**src/rtl/cabac_eng_pkg.sv**
```systemverilog
package cabac_eng_pkg;
  localparam int STATE_W    = 6;
  localparam int RANGE_W    = 9;
  localparam int LPS_W      = 8;
  localparam int QCOLS      = 4;
  localparam int USED_W     = $clog2(RANGE_W + 1);
  localparam int INIT_RANGE = 510;
  localparam int MPS_CAP    = 62;
  localparam int TERM_DEC   = 2;

  typedef enum logic [1:0] {
    MODE_REGULAR  = 2'b00,
    MODE_BYPASS   = 2'b01,
    MODE_TERM     = 2'b10,
    MODE_TERM_ALT = 2'b11
  } bin_mode_e;
endpackage

```
**src/rtl/cabac_prob_rom.sv**
```systemverilog
module cabac_prob_rom
  import cabac_eng_pkg::*;
(
  input  logic [STATE_W-1:0] state,
  input  logic [1:0]         qidx,
  output logic [LPS_W-1:0]   rlps,
  output logic [STATE_W-1:0] next_lps,
  output logic [STATE_W-1:0] next_mps
);
  localparam int ROW_W = STATE_W + QCOLS * LPS_W;
  logic [ROW_W-1:0] row;

  // each row: {next state after LPS, rLPS for q=0, 1, 2, 3}
  always_comb begin
    case (state)
      6'd0:  row = {6'd0,  8'd128, 8'd176, 8'd208, 8'd240};
      6'd1:  row = {6'd0,  8'd128, 8'd167, 8'd197, 8'd227};
      6'd2:  row = {6'd1,  8'd128, 8'd158, 8'd187, 8'd216};
      6'd3:  row = {6'd2,  8'd123, 8'd150, 8'd178, 8'd205};
      6'd4:  row = {6'd2,  8'd116, 8'd142, 8'd169, 8'd195};
      6'd5:  row = {6'd4,  8'd111, 8'd135, 8'd160, 8'd185};
      6'd6:  row = {6'd4,  8'd105, 8'd128, 8'd152, 8'd175};
      6'd7:  row = {6'd5,  8'd100, 8'd122, 8'd144, 8'd166};
      6'd8:  row = {6'd6,  8'd95,  8'd116, 8'd137, 8'd158};
      6'd9:  row = {6'd7,  8'd90,  8'd110, 8'd130, 8'd150};
      6'd10: row = {6'd8,  8'd85,  8'd104, 8'd123, 8'd142};
      6'd11: row = {6'd9,  8'd81,  8'd99,  8'd117, 8'd135};
      6'd12: row = {6'd9,  8'd77,  8'd94,  8'd111, 8'd128};
      6'd13: row = {6'd11, 8'd73,  8'd89,  8'd105, 8'd122};
      6'd14: row = {6'd11, 8'd69,  8'd85,  8'd100, 8'd116};
      6'd15: row = {6'd12, 8'd66,  8'd80,  8'd95,  8'd110};
      6'd16: row = {6'd13, 8'd62,  8'd76,  8'd90,  8'd104};
      6'd17: row = {6'd13, 8'd59,  8'd72,  8'd86,  8'd99};
      6'd18: row = {6'd15, 8'd56,  8'd69,  8'd81,  8'd94};
      6'd19: row = {6'd15, 8'd53,  8'd65,  8'd77,  8'd89};
      6'd20: row = {6'd16, 8'd51,  8'd62,  8'd73,  8'd85};
      6'd21: row = {6'd16, 8'd48,  8'd59,  8'd69,  8'd80};
      6'd22: row = {6'd18, 8'd46,  8'd56,  8'd66,  8'd76};
      6'd23: row = {6'd18, 8'd43,  8'd53,  8'd63,  8'd72};
      6'd24: row = {6'd19, 8'd41,  8'd50,  8'd59,  8'd69};
      6'd25: row = {6'd19, 8'd39,  8'd48,  8'd56,  8'd65};
      6'd26: row = {6'd21, 8'd37,  8'd45,  8'd54,  8'd62};
      6'd27: row = {6'd21, 8'd35,  8'd43,  8'd51,  8'd59};
      6'd28: row = {6'd22, 8'd33,  8'd41,  8'd48,  8'd56};
      6'd29: row = {6'd22, 8'd32,  8'd39,  8'd46,  8'd53};
      6'd30: row = {6'd23, 8'd30,  8'd37,  8'd43,  8'd50};
      6'd31: row = {6'd24, 8'd29,  8'd35,  8'd41,  8'd48};
      6'd32: row = {6'd24, 8'd27,  8'd33,  8'd39,  8'd45};
      6'd33: row = {6'd25, 8'd26,  8'd31,  8'd37,  8'd43};
      6'd34: row = {6'd26, 8'd24,  8'd30,  8'd35,  8'd41};
      6'd35: row = {6'd26, 8'd23,  8'd28,  8'd33,  8'd39};
      6'd36: row = {6'd27, 8'd22,  8'd27,  8'd32,  8'd37};
      6'd37: row = {6'd27, 8'd21,  8'd26,  8'd30,  8'd35};
      6'd38: row = {6'd28, 8'd20,  8'd24,  8'd29,  8'd33};
      6'd39: row = {6'd29, 8'd19,  8'd23,  8'd27,  8'd31};
      6'd40: row = {6'd29, 8'd18,  8'd22,  8'd26,  8'd30};
      6'd41: row = {6'd30, 8'd17,  8'd21,  8'd25,  8'd28};
      6'd42: row = {6'd30, 8'd16,  8'd20,  8'd23,  8'd27};
      6'd43: row = {6'd30, 8'd15,  8'd19,  8'd22,  8'd25};
      6'd44: row = {6'd31, 8'd14,  8'd18,  8'd21,  8'd24};
      6'd45: row = {6'd32, 8'd14,  8'd17,  8'd20,  8'd23};
      6'd46: row = {6'd32, 8'd13,  8'd16,  8'd19,  8'd22};
      6'd47: row = {6'd33, 8'd12,  8'd15,  8'd18,  8'd21};
      6'd48: row = {6'd33, 8'd12,  8'd14,  8'd17,  8'd20};
      6'd49: row = {6'd33, 8'd11,  8'd14,  8'd16,  8'd19};
      6'd50: row = {6'd34, 8'd11,  8'd13,  8'd15,  8'd18};
      6'd51: row = {6'd34, 8'd10,  8'd12,  8'd15,  8'd17};
      6'd52: row = {6'd35, 8'd10,  8'd12,  8'd14,  8'd16};
      6'd53: row = {6'd35, 8'd9,   8'd11,  8'd13,  8'd15};
      6'd54: row = {6'd35, 8'd9,   8'd11,  8'd12,  8'd14};
      6'd55: row = {6'd36, 8'd8,   8'd10,  8'd12,  8'd14};
      6'd56: row = {6'd36, 8'd8,   8'd9,   8'd11,  8'd13};
      6'd57: row = {6'd36, 8'd7,   8'd9,   8'd11,  8'd12};
      6'd58: row = {6'd37, 8'd7,   8'd9,   8'd10,  8'd12};
      6'd59: row = {6'd37, 8'd7,   8'd8,   8'd10,  8'd11};
      6'd60: row = {6'd37, 8'd6,   8'd8,   8'd9,   8'd11};
      6'd61: row = {6'd38, 8'd6,   8'd7,   8'd9,   8'd10};
      6'd62: row = {6'd38, 8'd6,   8'd7,   8'd8,   8'd9};
      default: row = {6'd63, 8'd2, 8'd2,   8'd2,   8'd2};
    endcase
  end

  always_comb begin
    rlps     = row[LPS_W*(QCOLS-1-int'(qidx)) +: LPS_W];
    next_lps = row[ROW_W-1 -: STATE_W];
    next_mps = (int'(state) >= MPS_CAP) ? state : state + STATE_W'(1);
  end
endmodule

```
**src/rtl/cabac_lzc.sv**
```systemverilog
module cabac_lzc #(
  parameter int W  = 9,
  parameter int CW = $clog2(W + 1)
) (
  input  logic [W-1:0]  vec,
  output logic [CW-1:0] count
);
  logic hit;
  always_comb begin
    count = '0;
    hit   = 1'b0;
    for (int i = W - 1; i >= 0; i--) begin
      if (!hit) begin
        if (vec[i]) hit = 1'b1;
        else        count = count + CW'(1);
      end
    end
  end
endmodule

```
**src/rtl/cabac_bin_core.sv**
```systemverilog
module cabac_bin_core
  import cabac_eng_pkg::*;
(
  input  logic [1:0]         mode,
  input  logic [RANGE_W-1:0] rng,
  input  logic [RANGE_W-1:0] off,
  input  logic [STATE_W-1:0] state,
  input  logic               mps,
  input  logic [RANGE_W-1:0] win,
  output logic               bin,
  output logic [STATE_W-1:0] nstate,
  output logic               nmps,
  output logic [RANGE_W-1:0] nrng,
  output logic [RANGE_W-1:0] noff,
  output logic [USED_W-1:0]  used
);
  logic [LPS_W-1:0]     rlps;
  logic [STATE_W-1:0]   st_lps, st_mps;
  logic [RANGE_W-1:0]   r_mps, r_term, rn_rng, rn_off;
  logic                 is_lps, term_hit;
  logic [USED_W-1:0]    lz;
  logic [USED_W-1:0]    sh;
  logic [2*RANGE_W-1:0] cat;
  logic [RANGE_W:0]     byp_off;
  logic                 byp_hit;

  cabac_prob_rom u_rom (
    .state(state), .qidx(rng[LPS_W-1 -: 2]),
    .rlps(rlps), .next_lps(st_lps), .next_mps(st_mps)
  );

  always_comb begin
    r_mps    = rng - {1'b0, rlps};
    is_lps   = off >= r_mps;
    r_term   = rng - RANGE_W'(TERM_DEC);
    term_hit = off >= r_term;
    if (mode == MODE_REGULAR) begin
      rn_rng = is_lps ? {1'b0, rlps} : r_mps;
      rn_off = is_lps ? off - r_mps : off;
    end else begin
      rn_rng = r_term;
      rn_off = off;
    end
  end

  cabac_lzc #(.W(RANGE_W), .CW(USED_W)) u_lzc (.vec(rn_rng), .count(lz));

  always_comb begin
    byp_off = {off, win[RANGE_W-1]};
    byp_hit = byp_off >= {1'b0, rng};
    sh      = (mode != MODE_REGULAR && term_hit) ? '0 : lz;
    cat     = {rn_off, win} << sh;
    nstate  = state;
    nmps    = mps;
    case (mode)
      MODE_REGULAR: begin
        bin    = is_lps ? ~mps : mps;
        nstate = is_lps ? st_lps : st_mps;
        nmps   = (is_lps && state == '0) ? ~mps : mps;
        nrng   = rn_rng << sh;
        noff   = cat[2*RANGE_W-1 -: RANGE_W];
        used   = sh;
      end
      MODE_BYPASS: begin
        bin    = byp_hit;
        nrng   = rng;
        noff   = byp_hit ? RANGE_W'(byp_off - {1'b0, rng}) : byp_off[RANGE_W-1:0];
        used   = USED_W'(1);
      end
      default: begin
        bin    = term_hit;
        nrng   = rn_rng << sh;
        noff   = cat[2*RANGE_W-1 -: RANGE_W];
        used   = sh;
      end
    endcase
  end
endmodule

```
**src/rtl/cabac_bin_engine.sv**
```systemverilog
module cabac_bin_engine
  import cabac_eng_pkg::*;
(
  input  logic               clk,
  input  logic               rst_n,
  input  logic               init,
  input  logic               req_valid,
  output logic               req_ready,
  input  logic [1:0]         req_mode,
  input  logic [STATE_W-1:0] req_state,
  input  logic               req_mps,
  output logic               rsp_valid,
  input  logic               rsp_ready,
  output logic               rsp_bin,
  output logic [STATE_W-1:0] rsp_state,
  output logic               rsp_mps,
  input  logic               bs_valid,
  input  logic [RANGE_W-1:0] bs_bits,
  output logic [USED_W-1:0]  bs_used
);
  logic [RANGE_W-1:0] rng_q, off_q, c_rng, c_off;
  logic               armed_q, c_bin, c_mps;
  logic [STATE_W-1:0] c_state;
  logic [USED_W-1:0]  c_used;
  logic               init_fire, fire;

  cabac_bin_core u_core (
    .mode(req_mode), .rng(rng_q), .off(off_q), .state(req_state), .mps(req_mps),
    .win(bs_bits), .bin(c_bin), .nstate(c_state), .nmps(c_mps),
    .nrng(c_rng), .noff(c_off), .used(c_used)
  );

  always_comb begin
    init_fire = init && bs_valid;
    req_ready = armed_q && !init && bs_valid && (!rsp_valid || rsp_ready);
    fire      = req_valid && req_ready;
    if (init_fire) bs_used = USED_W'(RANGE_W);
    else if (fire) bs_used = c_used;
    else           bs_used = '0;
  end

  always_ff @(posedge clk or negedge rst_n) begin
    if (!rst_n) begin
      rng_q   <= RANGE_W'(INIT_RANGE);
      off_q   <= '0;
      armed_q <= 1'b0;
    end else if (init_fire) begin
      rng_q   <= RANGE_W'(INIT_RANGE);
      off_q   <= bs_bits;
      armed_q <= 1'b1;
    end else if (fire) begin
      rng_q   <= c_rng;
      off_q   <= c_off;
    end
  end

  always_ff @(posedge clk or negedge rst_n) begin
    if (!rst_n) begin
      rsp_valid <= 1'b0;
      rsp_bin   <= 1'b0;
      rsp_state <= '0;
      rsp_mps   <= 1'b0;
    end else if (fire) begin
      rsp_valid <= 1'b1;
      rsp_bin   <= c_bin;
      rsp_state <= c_state;
      rsp_mps   <= c_mps;
    end else if (rsp_ready) begin
      rsp_valid <= 1'b0;
    end
  end


  init_range_chk: assert property (@(posedge clk) disable iff (!rst_n)
    init_fire |=> (rng_q == RANGE_W'(INIT_RANGE)));


  range_norm_chk: assert property (@(posedge clk) disable iff (!rst_n)
    (fire && !init && req_mode != MODE_BYPASS && rng_q[RANGE_W-1] && off_q < rng_q
     && !(req_mode != MODE_REGULAR && c_bin)) |=> rng_q[RANGE_W-1]);


  rsp_hold_chk: assert property (@(posedge clk) disable iff (!rst_n)
    (rsp_valid && !rsp_ready) |=> (rsp_valid && $stable({rsp_bin, rsp_state, rsp_mps})));


  no_early_rsp_chk: assert property (@(posedge clk) disable iff (!rst_n)
    !armed_q |=> !rsp_valid);


  stall_hold_chk: assert property (@(posedge clk) disable iff (!rst_n)
    !bs_valid |=> ($stable(rng_q) && $stable(off_q)));
endmodule

```
**config.mk**
```make
export PLATFORM = sky130hd
export DESIGN_NAME = cabac_bin_engine
export DESIGN_NICKNAME = d
export VERILOG_FILES = /design/src/rtl/cabac_eng_pkg.sv /design/src/rtl/cabac_prob_rom.sv /design/src/rtl/cabac_lzc.sv /design/src/rtl/cabac_bin_core.sv /design/src/rtl/cabac_bin_engine.sv
export SDC_FILE = /design/constraint.sdc
export NUM_CORES = 1
export LEC_CHECK = 0
export ABC_AREA = 1
export BUFFER_PORTS_ARGS = -buffer_cell sky130_fd_sc_hd__buf_2
export CAP_MARGIN = 20
export CORE_MARGIN = 2
export CORE_UTILIZATION = 50
export CTS_CLUSTER_DIAMETER = 60
export DETAILED_ROUTE_END_ITERATION = 10
export PLACE_DENSITY_LB_ADDON = 0.25
export SLEW_MARGIN = 5
export SYNTH_ARGS = -nofsm -noshare
export SYNTH_HDL_FRONTEND = slang
export SYNTH_SLANG_ARGS = --single-unit
```
**constraint.sdc**
```tcl
create_clock -name clk -period 37.6 [get_ports clk]
set_input_delay 7.52 -clock clk [delete_from_list [all_inputs] [get_ports clk]]
set_output_delay 7.52 -clock clk [all_outputs]
set_load 0.05 [all_outputs]
```
==> run metrics <==
status finished, final reports clean; Hold Path End rsp_state[0]; Register Area 711 um^2; launch point of the worst reg-to-reg path rng_q[6]; Synthesis Warnings 0; Final WS setup 13.58 ns; first-pass detailed-route iteration total 7; final WL 26600 um; gr usage total 35.0%; critical path's top delay family simple AND/OR/NAND/NOR gates; slowest CP cell ha_1; final count of negative-setup-slack endpoints 0; VDD IR max 0.0620 mV; CP peak stage delay 0.49 ns; register area share after synthesis 9.91%; most common cell after layout, fill and taps aside nand2_1; antenna violations before repair 0; Fmax achieved 0.0416 GHz; layout cells sized above 1 8.94%; Tmin final 24.02 ns; CTS root buffer clkbuf_16; dpl ws 13.79 ns; Die ar. 15300 um^2; register bit total from synthesis 28; Data arrival, critical path 16.50 ns; total gr overflow 0; Worst EP required 30.08 ns; PostCTS Resize Cnt 0; global-route wire length before repair 41800 um; CP Class in2out; Post-Syn Nets 1333; Die Height 124 um; total CTS buffers 3; FFs w/ async S/R, synth 100%; Avg Inst Size Synth 5.76 um^2; Tightest Hold Check Type reg2reg; Area Overhead vs Synth 2.81%; fillers 1508; Ant. Diodes 0; Fin Setup TNS 0 ns; wire per inst 18.8 um; Setup Buffers After CTS 0; most frequent cells in the layout nand2_1 (357), inv_1 (128), nand3_1 (127); CTS Sinks 28; crit start category input pin; crit path launch req_state[1]; Post-synth EDFFs 0; Max Clock Skew 0.00361 ns; hold_sp rsp_state[0]; vias 8779; antenna-violating nets left 0; hold depth 2; Die Wd 124 um; final net count 1321; mapped cell area 7170 um^2; Starting DRT DRC Count 1296; CTS Hold Bufs 0; Leak Pwr 0.00379 uW; Crit path buffers/inverters 10; Crit Path Max Fanout 23; Max-cap violations 0; largest net degree at the start of global routing 59; synth unique cells 56; Synth Flop Type dfrtp_1; PwrDens 74.1 nW/um^2; Final Cycle Share 63.9%; most used cell, CP nand2_1; unrepaired setup endpoints after global routing no; drt via density 6.22; Worst slew margin 43.3%; Initial Utilization 51.5%; core area 13900 um^2; clk slew on worst S/H paths 0.07 ns; R2R Setup Slk 28.67 ns; clk buf depth 2; CTS tree done; worst slew pin tran 0.840 ns; Hold Vio Cnt, Final 0; Core Rows 43; Reg-to-Reg End off_q[1]; placed wire-length estimate 20800 um; H-tree levels 1; Worst-Skew Late Latency 0.27 ns; Port Buffer Count 37; Post-Synthesis Cells 1244; Register-to-Register Path Depth 56; # IOs 38; DRC viols 0; final slew viol count 0; GP Congestion 1.16; Critical Path End Type primary output; vias in the first global route 7673; area taken by multi-input logic gates 5590 um^2
Yosys cell counts, drive strengths merged (6+ instances only):
cell type,count,area share (%)
dfrtp,20,7.0
nor3,8,0.56
o211ai,26,2.7
nor2,101,5.9
buf,42,3.9
ha,62,11
nand3,137,11
a31oi,6,0.52
o21ai,108,7.8
o22ai,8,0.70
or2,6,0.52
inv,140,7.4
clkbuf,15,0.79
nand4,20,2.0
xnor2,10,1.2
dfstp,8,2.9
a21oi,91,6.6
nand2,373,20
xor2,16,2.0
metal layers:
metal,vias to the layer above,track usage [%],wire length [um]
met3,62,10.7,3720
li1,4155,-,-
met2,573,48.1,10500
met5,-,0,0
met1,3989,53.6,11800
met4,0,5.47,490
state kept, by name, indices dropped and copies added (netlist names):
name,flops
off_q,9
rng_q,9
rsp_state,6
armed_q,1
rsp_bin,1
rsp_mps,1
rsp_valid,1
cell type report:
type | instances | area share [%]
clock inverters | 1 | 0.407
multi-input cells | 1017 | 75.8
well taps | 180 | 3.06
flip-flops and latches | 28 | 9.64
inverters | 142 | 7.27
clock buffers | 3 | 1.02
repair buffers | 40 | 2.82
how the worst max path moves through the flow:
stage,cells past startpoint,slack [ns],to
after floorplan,59,14.81,bs_used[2]
after global placement,59,13.87,bs_used[2]
after detailed placement,60,13.79,bs_used[2]
after CTS,59,13.75,bs_used[2]
after global routing,59,12.87,bs_used[2]
final,60,13.58,bs_used[2]
worst register-to-register path: cells and delay by family, from the launching register on:
kind / cells / cell delay (ns)
simple gates: 30 / 2.84
compound gates: 11 / 2.04
flops: 1 / 0.77
fa+ha+maj: 8 / 2.09
xor+xnor: 1 / 0.37
buf+inv: 6 / 0.75
power breakdown:
part,total (uW),switching [uW],internal [uW]
Sequential,61.6,20.9,40.8
Combinational,453,306,147
Clock,32.0,10.7,21.2
Total,546,337,209
per-stage QoR:
step           std cells  utilization, %  area (um^2)  power [uW]  hold WS, ns
2_1_floorplan       1244               -         7170         401        0.440
3_3_place_gp        1407            52.1         7270         499        0.462
3_5_place_dp        1407            52.1         7270         499        0.460
4_1_cts             1411            52.9         7370         534        0.483
5_1_grt             1411            52.9         7370         599        0.507
6_report            1411            52.9         7370         546        0.477
cells by family after synthesis:
logic type,count (synthesis),share of synthesized area [%]
AND/OR/NAND/NOR,648,40.2
AO/OA/AOI/OAI,278,22.9
buffers and inverters,199,12.2
adder cells (fa/ha/maj),65,11.7
flip-flops,28,9.91
XOR/XNOR,26,3.18
No activity file was read; power rests on OpenSTA's default activity.
